==> config.mk <==
export PLATFORM = sky130hd
export DESIGN_NAME = smm_window_ctrl
export DESIGN_NICKNAME = d
export VERILOG_FILES = /design/src/rtl/smm_pkg.sv /design/src/rtl/smm_regs.sv /design/src/rtl/smm_tseg_calc.sv /design/src/rtl/smm_vis_decode.sv /design/src/rtl/smm_hole_resp.sv /design/src/rtl/smm_window_ctrl.sv
export SDC_FILE = /design/constraint.sdc
export NUM_CORES = 1
export LEC_CHECK = 0
export BUFFER_PORTS_ARGS = -buffer_cell sky130_fd_sc_hd__buf_2
export CAP_MARGIN = 5
export CORE_MARGIN = 1
export CORE_UTILIZATION = 43
export DETAILED_ROUTE_END_ITERATION = 8
export PLACE_DENSITY_LB_ADDON = 0.3
export SYNTH_ARGS = -nofsm -noshare
export SYNTH_HDL_FRONTEND = slang
export SYNTH_SLANG_ARGS = --single-unit
==> constraint.sdc <==
create_clock -name clk -period 6.32 [get_ports clk]
set_input_delay 0.948 -clock clk [delete_from_list [all_inputs] [get_ports clk]]
set_output_delay 0.948 -clock clk [all_outputs]
set_load 0.005 [all_outputs]
==> src/rtl/smm_pkg.sv <==
package smm_pkg;
   typedef struct packed {
      logic gen;
      logic lock;
      logic open;
   } smram_t;

   typedef struct packed {
      logic       tseg_en;
      logic [1:0] sz;
      logic       hi_en;
   } esmram_t;

   typedef enum logic [1:0] {
      TSZ_1M  = 2'd0,
      TSZ_2M  = 2'd1,
      TSZ_8M  = 2'd2,
      TSZ_EXT = 2'd3
   } tseg_code_e;

   localparam logic [1:0] RA_SMRAM  = 2'd0;
   localparam logic [1:0] RA_EXT    = 2'd1;
   localparam logic [1:0] RA_QRY_LO = 2'd2;
   localparam logic [1:0] RA_QRY_HI = 2'd3;

   localparam logic [2:0] SM_WMASK      = 3'b111;
   localparam logic [2:0] SM_WMASK_LCK  = 3'b000;
   localparam logic [3:0] EXT_WMASK     = 4'hF;
   localparam logic [3:0] EXT_WMASK_LCK = 4'h0;
endpackage

==> src/rtl/smm_regs.sv <==
module smm_regs
   import smm_pkg::*;
#(
   parameter int unsigned EXT_MB    = 16,
   parameter logic [15:0] QUERY_VAL = 16'hFFFF
) (
   input  logic       clk,
   input  logic       rst_n,
   input  logic       wr,
   input  logic [1:0] addr,
   input  logic [7:0] wdata,
   output smram_t     sm_q,
   output esmram_t    ext_q,
   output logic [7:0] rdata
);
   localparam logic [15:0] EXT_MB_W = 16'(EXT_MB);

   logic [2:0] sm_mask;
   logic [3:0] ext_mask;
   smram_t     sm_nxt;
   esmram_t    ext_nxt;
   logic [15:0] qry_q;

   always_comb begin
      sm_mask  = sm_q.lock ? SM_WMASK_LCK  : SM_WMASK;
      ext_mask = sm_q.lock ? EXT_WMASK_LCK : EXT_WMASK;
      sm_nxt   = sm_q;
      ext_nxt  = ext_q;
      if (wr && addr == RA_SMRAM)
         sm_nxt = smram_t'((3'(sm_q) & ~sm_mask) | (wdata[2:0] & sm_mask));
      if (wr && addr == RA_EXT)
         ext_nxt = esmram_t'((4'(ext_q) & ~ext_mask) | (wdata[3:0] & ext_mask));
      if (sm_nxt.lock)
         sm_nxt.open = 1'b0;
   end

   always_ff @(posedge clk or negedge rst_n) begin
      if (!rst_n) begin
         sm_q  <= '0;
         ext_q <= '0;
      end else begin
         sm_q  <= sm_nxt;
         ext_q <= ext_nxt;
      end
   end

   generate
      if (EXT_MB > 0) begin : g_qry
         logic [15:0] qry_nxt;
         always_comb begin
            qry_nxt = qry_q;
            if (wr && addr == RA_QRY_LO) qry_nxt[7:0]  = wdata;
            if (wr && addr == RA_QRY_HI) qry_nxt[15:8] = wdata;
            if (wr && (addr == RA_QRY_LO || addr == RA_QRY_HI) && qry_nxt == QUERY_VAL)
               qry_nxt = EXT_MB_W;
         end
         always_ff @(posedge clk or negedge rst_n) begin
            if (!rst_n) qry_q <= QUERY_VAL;
            else        qry_q <= qry_nxt;
         end
      end else begin : g_noqry
         assign qry_q = '0;
      end
   endgenerate

   always_comb begin
      unique case (addr)
         RA_SMRAM:  rdata = {5'b0, 3'(sm_q)};
         RA_EXT:    rdata = {4'b0, 4'(ext_q)};
         RA_QRY_LO: rdata = qry_q[7:0];
         default:   rdata = qry_q[15:8];
      endcase
   end
endmodule

==> src/rtl/smm_tseg_calc.sv <==
module smm_tseg_calc
   import smm_pkg::*;
#(
   parameter int unsigned ADDR_W = 32,
   parameter logic [ADDR_W-1:0] TOLM = 32'h8000_0000,
   parameter int unsigned EXT_MB = 16
) (
   input  esmram_t           ext_q,
   output logic [15:0]       mb,
   output logic [ADDR_W-1:0] base,
   output logic              active
);
   localparam int unsigned MB_SHIFT = 20;

   always_comb begin
      if (!ext_q.tseg_en) begin
         mb = 16'd0;
      end else begin
         unique case (tseg_code_e'(ext_q.sz))
            TSZ_1M:  mb = 16'd1;
            TSZ_2M:  mb = 16'd2;
            TSZ_8M:  mb = 16'd8;
            default: mb = 16'(EXT_MB);
         endcase
      end
      active = (mb != 16'd0);
      base   = TOLM - (ADDR_W'(mb) << MB_SHIFT);
   end
endmodule

==> src/rtl/smm_vis_decode.sv <==
module smm_vis_decode
   import smm_pkg::*;
(
   input  smram_t  sm_q,
   input  esmram_t ext_q,
   output logic    low_open,
   output logic    high_open,
   output logic    legacy_pci,
   output logic    smm_low,
   output logic    smm_high
);
   always_comb begin
      low_open   = sm_q.open & ~ext_q.hi_en;
      high_open  = sm_q.open &  ext_q.hi_en;
      legacy_pci = ~low_open;
      smm_low    = sm_q.gen  & ~ext_q.hi_en;
      smm_high   = sm_q.gen  &  ext_q.hi_en;
   end
endmodule

==> src/rtl/smm_hole_resp.sv <==
module smm_hole_resp #(
   parameter int unsigned ADDR_W = 32,
   parameter logic [ADDR_W-1:0] TOLM = 32'h8000_0000,
   parameter int unsigned DATA_W = 32,
   parameter int unsigned MAX_BYTES = 4
) (
   input  logic              active,
   input  logic [ADDR_W-1:0] base,
   input  logic              acc_valid,
   input  logic              acc_smm,
   input  logic              acc_wr,
   input  logic [2:0]        acc_bytes,
   input  logic [ADDR_W-1:0] acc_addr,
   output logic              hit,
   output logic              wr_drop,
   output logic [DATA_W-1:0] rdata
);
   logic size_ok, in_rng;

   always_comb begin
      size_ok = (acc_bytes != 3'd0) && (32'(acc_bytes) <= MAX_BYTES);
      in_rng  = (acc_addr >= base) && (acc_addr < TOLM);
      hit     = acc_valid && !acc_smm && active && size_ok && in_rng;
      wr_drop = hit && acc_wr;
      rdata   = (hit && !acc_wr) ? '1 : '0;
   end
endmodule

==> src/rtl/smm_window_ctrl.sv <==
module smm_window_ctrl
   import smm_pkg::*;
#(
   parameter int unsigned ADDR_W     = 32,
   parameter logic [ADDR_W-1:0] TOLM = 32'h8000_0000,
   parameter int unsigned EXT_MB     = 16,
   parameter int unsigned EXT_MB_MAX = 4095,
   parameter logic [15:0] QUERY_VAL  = 16'hFFFF
) (
   input  logic              clk,
   input  logic              rst_n,
   input  logic              cfg_wr,
   input  logic [1:0]        cfg_addr,
   input  logic [7:0]        cfg_wdata,
   output logic [7:0]        cfg_rdata,
   output logic              win_low_open,
   output logic              win_high_open,
   output logic              win_legacy_pci,
   output logic              win_smm_low,
   output logic              win_smm_high,
   output logic              tseg_win_en,
   output logic              tseg_hole_en,
   output logic [15:0]       tseg_mb,
   output logic [ADDR_W-1:0] tseg_base,
   input  logic              acc_valid,
   input  logic              acc_smm,
   input  logic              acc_wr,
   input  logic [2:0]        acc_bytes,
   input  logic [ADDR_W-1:0] acc_addr,
   output logic              acc_hit,
   output logic              acc_wr_drop,
   output logic [31:0]       acc_rdata
);
   localparam longint unsigned MAX_FIX_MB = 8;
   localparam longint unsigned MAX_MB =
      (longint'(EXT_MB) > MAX_FIX_MB) ? longint'(EXT_MB) : MAX_FIX_MB;

   generate
      if (EXT_MB > EXT_MB_MAX) begin : g_bad_ext
         $error("EXT_MB above EXT_MB_MAX");
      end
      if (ADDR_W < 24 || ADDR_W > 48) begin : g_bad_aw
         $error("ADDR_W out of range");
      end
      if ((MAX_MB << 20) > longint'(TOLM)) begin : g_bad_tolm
         $error("TOLM below largest TSEG size");
      end
   endgenerate

   smram_t  sm_q;
   esmram_t ext_q;
   logic    tseg_active;

   smm_regs #(.EXT_MB(EXT_MB), .QUERY_VAL(QUERY_VAL)) regs_i (
      .clk(clk), .rst_n(rst_n), .wr(cfg_wr), .addr(cfg_addr),
      .wdata(cfg_wdata), .sm_q(sm_q), .ext_q(ext_q), .rdata(cfg_rdata)
   );

   smm_vis_decode vis_i (
      .sm_q(sm_q), .ext_q(ext_q),
      .low_open(win_low_open), .high_open(win_high_open),
      .legacy_pci(win_legacy_pci), .smm_low(win_smm_low), .smm_high(win_smm_high)
   );

   smm_tseg_calc #(.ADDR_W(ADDR_W), .TOLM(TOLM), .EXT_MB(EXT_MB)) calc_i (
      .ext_q(ext_q), .mb(tseg_mb), .base(tseg_base), .active(tseg_active)
   );

   assign tseg_win_en  = tseg_active;
   assign tseg_hole_en = tseg_active;

   smm_hole_resp #(.ADDR_W(ADDR_W), .TOLM(TOLM), .DATA_W(32), .MAX_BYTES(4)) hole_i (
      .active(tseg_active), .base(tseg_base), .acc_valid(acc_valid),
      .acc_smm(acc_smm), .acc_wr(acc_wr), .acc_bytes(acc_bytes),
      .acc_addr(acc_addr), .hit(acc_hit), .wr_drop(acc_wr_drop), .rdata(acc_rdata)
   );
endmodule

After elaboration in Yosys (flattened, before gate mapping)
Index checks and enable logic that the tools add are counted.
{"block": "totals", "in_bits": 51, "wordCells": 64, "output_inout_bits": 97, "ff_bits": 23}
{"block": "op_classes", "n_mux": 11, "n_eq_ne": 6, "bitwise": 14, "magnitude_cmp": 3, "add_sub_neg": 1, "reduce_logical": 22}
{"operator": "32-bit >= comparator", "count": 1}
{"operator": "32-bit less-than comparator (second input constant)", "count": 1}
{"operator": "32-bit two-way mux", "count": 1}
{"operator": "32-bit subtractor (first input constant)", "count": 1}
{"operator": "8-bit one-hot mux with 3 select lines", "count": 1}
{"operator": "16-bit equality test (second input constant)", "count": 1}
{"operator": "16-bit two-way mux", "count": 1}
{"operator": "8-bit two-way mux", "count": 2}
{"operator": "16-bit nonzero test", "count": 1}
{"operator": "5-bit one-hot mux with 3 select lines", "count": 1}
{"operator": "1-bit logical AND", "count": 14}
{"operator": "4-bit AND", "count": 2}
{"operator": "3-bit AND", "count": 2}
{"operator": "2-bit equality test (second input constant)", "count": 3}
{"operator": "5-bit two-way mux", "count": 1}
{"operator": "1-bit AND", "count": 4}
{"operator": "2-bit by 1-bit equality test with 1-bit output (second input constant)", "count": 2}
{"operator": "2-bit zero test", "count": 2}
{"operator": "4-bit two-way mux", "count": 1}
{"operator": "4-bit inverter", "count": 1}
{"operator": "4-bit bitwise OR", "count": 1}
{"operator": "3-bit less-or-equal comparator (second input constant)", "count": 1}
{"operator": "3-bit two-way mux", "count": 1}
{"operator": "3-bit inverter", "count": 1}
{"operator": "8 further kinds", "count": 10}

Longest topological paths before layout
{"block": "depth", "depth_word": 9, "mapped_depth": 11, "mapped_depth_nobuf": 10}

Modules after synthesis
Synthesis repeated with hierarchy kept, for this count alone.
{"block": "unflattened", "cells_unflattened": 319, "hier_area_um2": 2895.3}
{"mod": "smm_regs", "cells_each": 104, "instances": 1, "seq_area_each_um2": 595.6, "area_per_inst_um2": 1277.5}
{"mod": "smm_hole_resp", "cells_each": 153, "instances": 1, "seq_area_each_um2": 0.0, "area_per_inst_um2": 1152.4}
{"mod": "smm_tseg_calc", "cells_each": 56, "instances": 1, "seq_area_each_um2": 0.0, "area_per_inst_um2": 426.7}
{"mod": "smm_vis_decode", "cells_each": 5, "instances": 1, "seq_area_each_um2": 0.0, "area_per_inst_um2": 31.3}
{"mod": "smm_window_ctrl", "cells_each": 1, "instances": 1, "seq_area_each_um2": 0.0, "area_per_inst_um2": 7.5}

Worst setup path before layout
Ideal clock, no wire load.
{"block": "synth_timing", "kind": "register -> output", "startpoint": "reg (tool-made name)", "endpoint": "out acc_rdata[10]", "slack_ns": 0.995, "path_buffers": 1, "t_required_ns": 5.372, "arrival_time_ns": 4.377, "stages_incl_launch_ff": 12, "cell_sequence": "dfrtp_1 > inv_1 > or3_1 > ha_1 > ha_1 > inv_1 > ha_1 > nand4_1 > nor4_1 > a2111oi_0 > a211oi_1 > buf_4"}
{"item": "end, declared", "line_no": "smm_window_ctrl.sv:32", "text": "output logic [31:0] acc_rdata"}

==> results.txt <==
Overflow after GRT: 0
NetSw: 0.225 mW
Largest net degree at the start of global routing: 33
Tmin final: 4.66 ns
Share of cells above drive strength 1: 43.9%
Crit share post-route: 73.7%
Avg Cell Area, Syn: 8.74 um2
Maximum vdd drop: 0.0000924 V
DRC violations left: 0
Total wire length: 5.18 mm
Sequential share of the synthesized area: 26.0%
Outcome: completed
Fin nets: 402
Die Width: 75.0 um
Final setup fails: 0
Starting Density: 44.9%
Setup Skew: 0.00222 ns
Setup WS pre-CTS: 1.61 ns
Max Fclk: 215 MHz
Synth warnings: 0
Library cells used by synthesis: 40
Clk Latency, worst-skew pair: 0.26 ns
CTS root buffer: clkbuf_8
Worst-path cell chain: inv_1, or3_1, ha_1, ha_1, inv_1, ha_1, a21oi_1, a21oi_1, a2111oi_1, a211oi_4, buf_2
RD Place Congestion: 0.815
# rows: 26
RSZ-0062 raised after global routing: no
Ys async rst share: 100%
Startpoint types: flip-flop
CTS clock-pin slew for the worst setup and hold paths: 0.08 ns
Pwr dens: 235 nW/um2
Critical Path Max Stage Delay: 0.71 ns
CTS tree: built
Number of fill cells: 498
Peak fanout along the critical path: 32
Seq cells post-synth: 23
I/O Buffers: 115
Inserted Clock Buffers: 3
First-pass DRT Iterations: 4
Fin. Hold Viols: 0
ANT cells: 0
Die Y: 75.0 um
Internal power: 0.379 mW
Sw frac: 37.2%
Final Max Slew Viols: 0
Die Area: 5620 um2
Core ar.: 5110 um2
CP bufs+invs: 3
Vias in the first global route: 1683
Setup ws final: 1.66 ns
Mapped Cells: 262
Routed len/inst: 12.8 um
CP dominant cell by count: ha_1
Post_cts resized: 0
Max-slew headroom at the worst pin: 31.0%
Depth of the CTS H-tree: 1
Critical path required time: 5.37 ns
Cts hold-fix bufs: 0
CTS sink cnt: 23
LEAKAGE: 1.43 nW
Sequential share of power: 37.0%
Logic pwr share: 48.1%
Hpwl dp: 4.09 mm
Total track usage: 18.3%
CP max stage cell: a2111oi_1
Crit. End Element: output pin
Via count: 1943
CP Class: reg2out
Setup bufs post-CTS: 0
Ports: 148
Initial antenna violation count: 0
Slew @ Worst Pin: 1.02 ns
WP data arrival: 3.71 ns
Clk network pwr share: 14.9%
Top delay family on crit path: compound AO/OA/AOI/OAI gates
Class of the worst hold path: reg2reg
EDFF count, synth: 0
Dominant synthesized flop cell: dfstp_2
Maxcap violations: 0
DR iter-0 viols: 72
Fin Setup TNS: 0 ns
Cell Area, Synth: 2290 um2
Number of routed nets with antenna violations: 0
Vias per cell: 4.80
First-pass GRT wire length: 7.84 mm
CTS max path bufs: 2
P&R area growth vs syn: 12.0%
-- through the flow --
step	area, um2	cells	power [mW]	hold WS (ns)	util (%)
2_1_floorplan	2410	293	0.433	0.459	-
3_3_place_gp	2510	401	0.507	0.487	49.2
3_5_place_dp	2510	401	0.516	0.496	49.2
4_1_cts	2560	405	0.609	0.509	50.1
5_1_grt	2570	405	0.659	0.521	50.2
6_report	2570	405	0.604	0.511	50.2
-- power groups by stage --
stage                     clock network (mW)  registers, mW  logic, mW
final                                 0.0899          0.224      0.290
after global routing                  0.0986          0.230      0.330
after CTS                             0.0930          0.224      0.291
after detailed placement                   0          0.226      0.289
after global placement                     0          0.224      0.283
after floorplan                            0          0.214      0.219
-- layout by cell type, fill, tap and decap left out, types with 8 or more instances in the layout --
master | netlist | layout
nand2_1 | 18 | 18
nor2_1 | 15 | 15
a21oi_1 | 13 | 13
o21ai_0 | 9 | 9
mux2i_1 | 12 | 12
ha_1 | 15 | 15
dfstp_2 | 16 | 16
conb_1 | 1 | 32
buf_2 | 3 | 115
nand3_1 | 8 | 8
inv_1 | 14 | 14
-- Yosys cell counts, drive strengths merged (2+ instances only) --
| cell type | number | share of area, % |
|---|---|---|
| nand3b | 2 | 0.66 |
| mux4 | 3 | 2.9 |
| mux2 | 7 | 3.4 |
| buf | 74 | 24 |
| dfrtp | 7 | 7.6 |
| clkbuf | 3 | 0.49 |
| o21ai | 9 | 2.0 |
| ha | 15 | 8.2 |
| and4 | 3 | 1.1 |
| inv | 14 | 2.3 |
| nand4 | 4 | 1.1 |
| nor2b | 7 | 1.9 |
| nand2 | 18 | 2.9 |
| a21oi | 13 | 2.8 |
| a211oi | 2 | 0.66 |
| nand3 | 8 | 1.7 |
| nor4 | 7 | 2.6 |
| a22o | 2 | 0.76 |
| dfstp | 16 | 18 |
| nor2 | 15 | 2.5 |
| a21o | 4 | 1.3 |
| mux2i | 12 | 5.2 |
| and2 | 3 | 0.82 |
-- per-layer routing --
metal | up-vias | global-route usage, % | share of wire, %
li1 | 950 | - | -
met1 | 907 | 24.5 | 42
met2 | 80 | 30.8 | 51
met3 | 6 | 2.41 | 5.7
met4 | 0 | 5.24 | 1.3
met5 | - | 0 | 0
-- final cells by class --
type                            count  area, um2  area share, %
Clock buffer                        4       45.0           1.76
Inverter                           14       52.6           2.05
Multi-Input combinational cell    179       1210           47.1
Sequential cell                    23        596           23.2
Tap cell                           70       87.6           3.41
Timing Repair Buffer              115        576           22.4
-- final timing paths --
path / start / to / slack (ns) / depth (start not counted)
worst max-delay path: flip-flop / acc_rdata[10] / 1.66 / 11
worst min-delay path: regs_i.qry_q[3] / regs_i.qry_q[3] / 0.51 / 2
worst max register to register: regs_i.qry_q[1] / regs_i.qry_q[11] / 4.31 / 5
worst min register to register: regs_i.qry_q[3] / regs_i.qry_q[3] / 0.51 / 2
max in group asynchronous: rst_n / regs_i.qry_q[1] / 5.29 / 1
min in group asynchronous: rst_n / regs_i.sm_q[0] / 0.65 / 1
-- tightest hold or removal path, cell delays in order, from the launching register on --
cell     delay, ns
dfstp_2       0.38
o21ai_0       0.06
a21oi_1       0.06
-- cell families (layout without fill, tap and decap cells) --
kind of cell	count (synthesis)	count (layout)	share of synthesized area, %
AOI/OAI and AO/OA	35	35	9.34
xor gates and xnor gates	1	1	0.382
adders and majority gates	15	15	8.19
buffers and inverters	91	133	26.9
DFF	23	23	26.0
muxes	22	22	11.6
other	1	32	0.164
and+or+nand+nor	74	74	17.4
No activity file was read; power rests on OpenSTA's default activity.
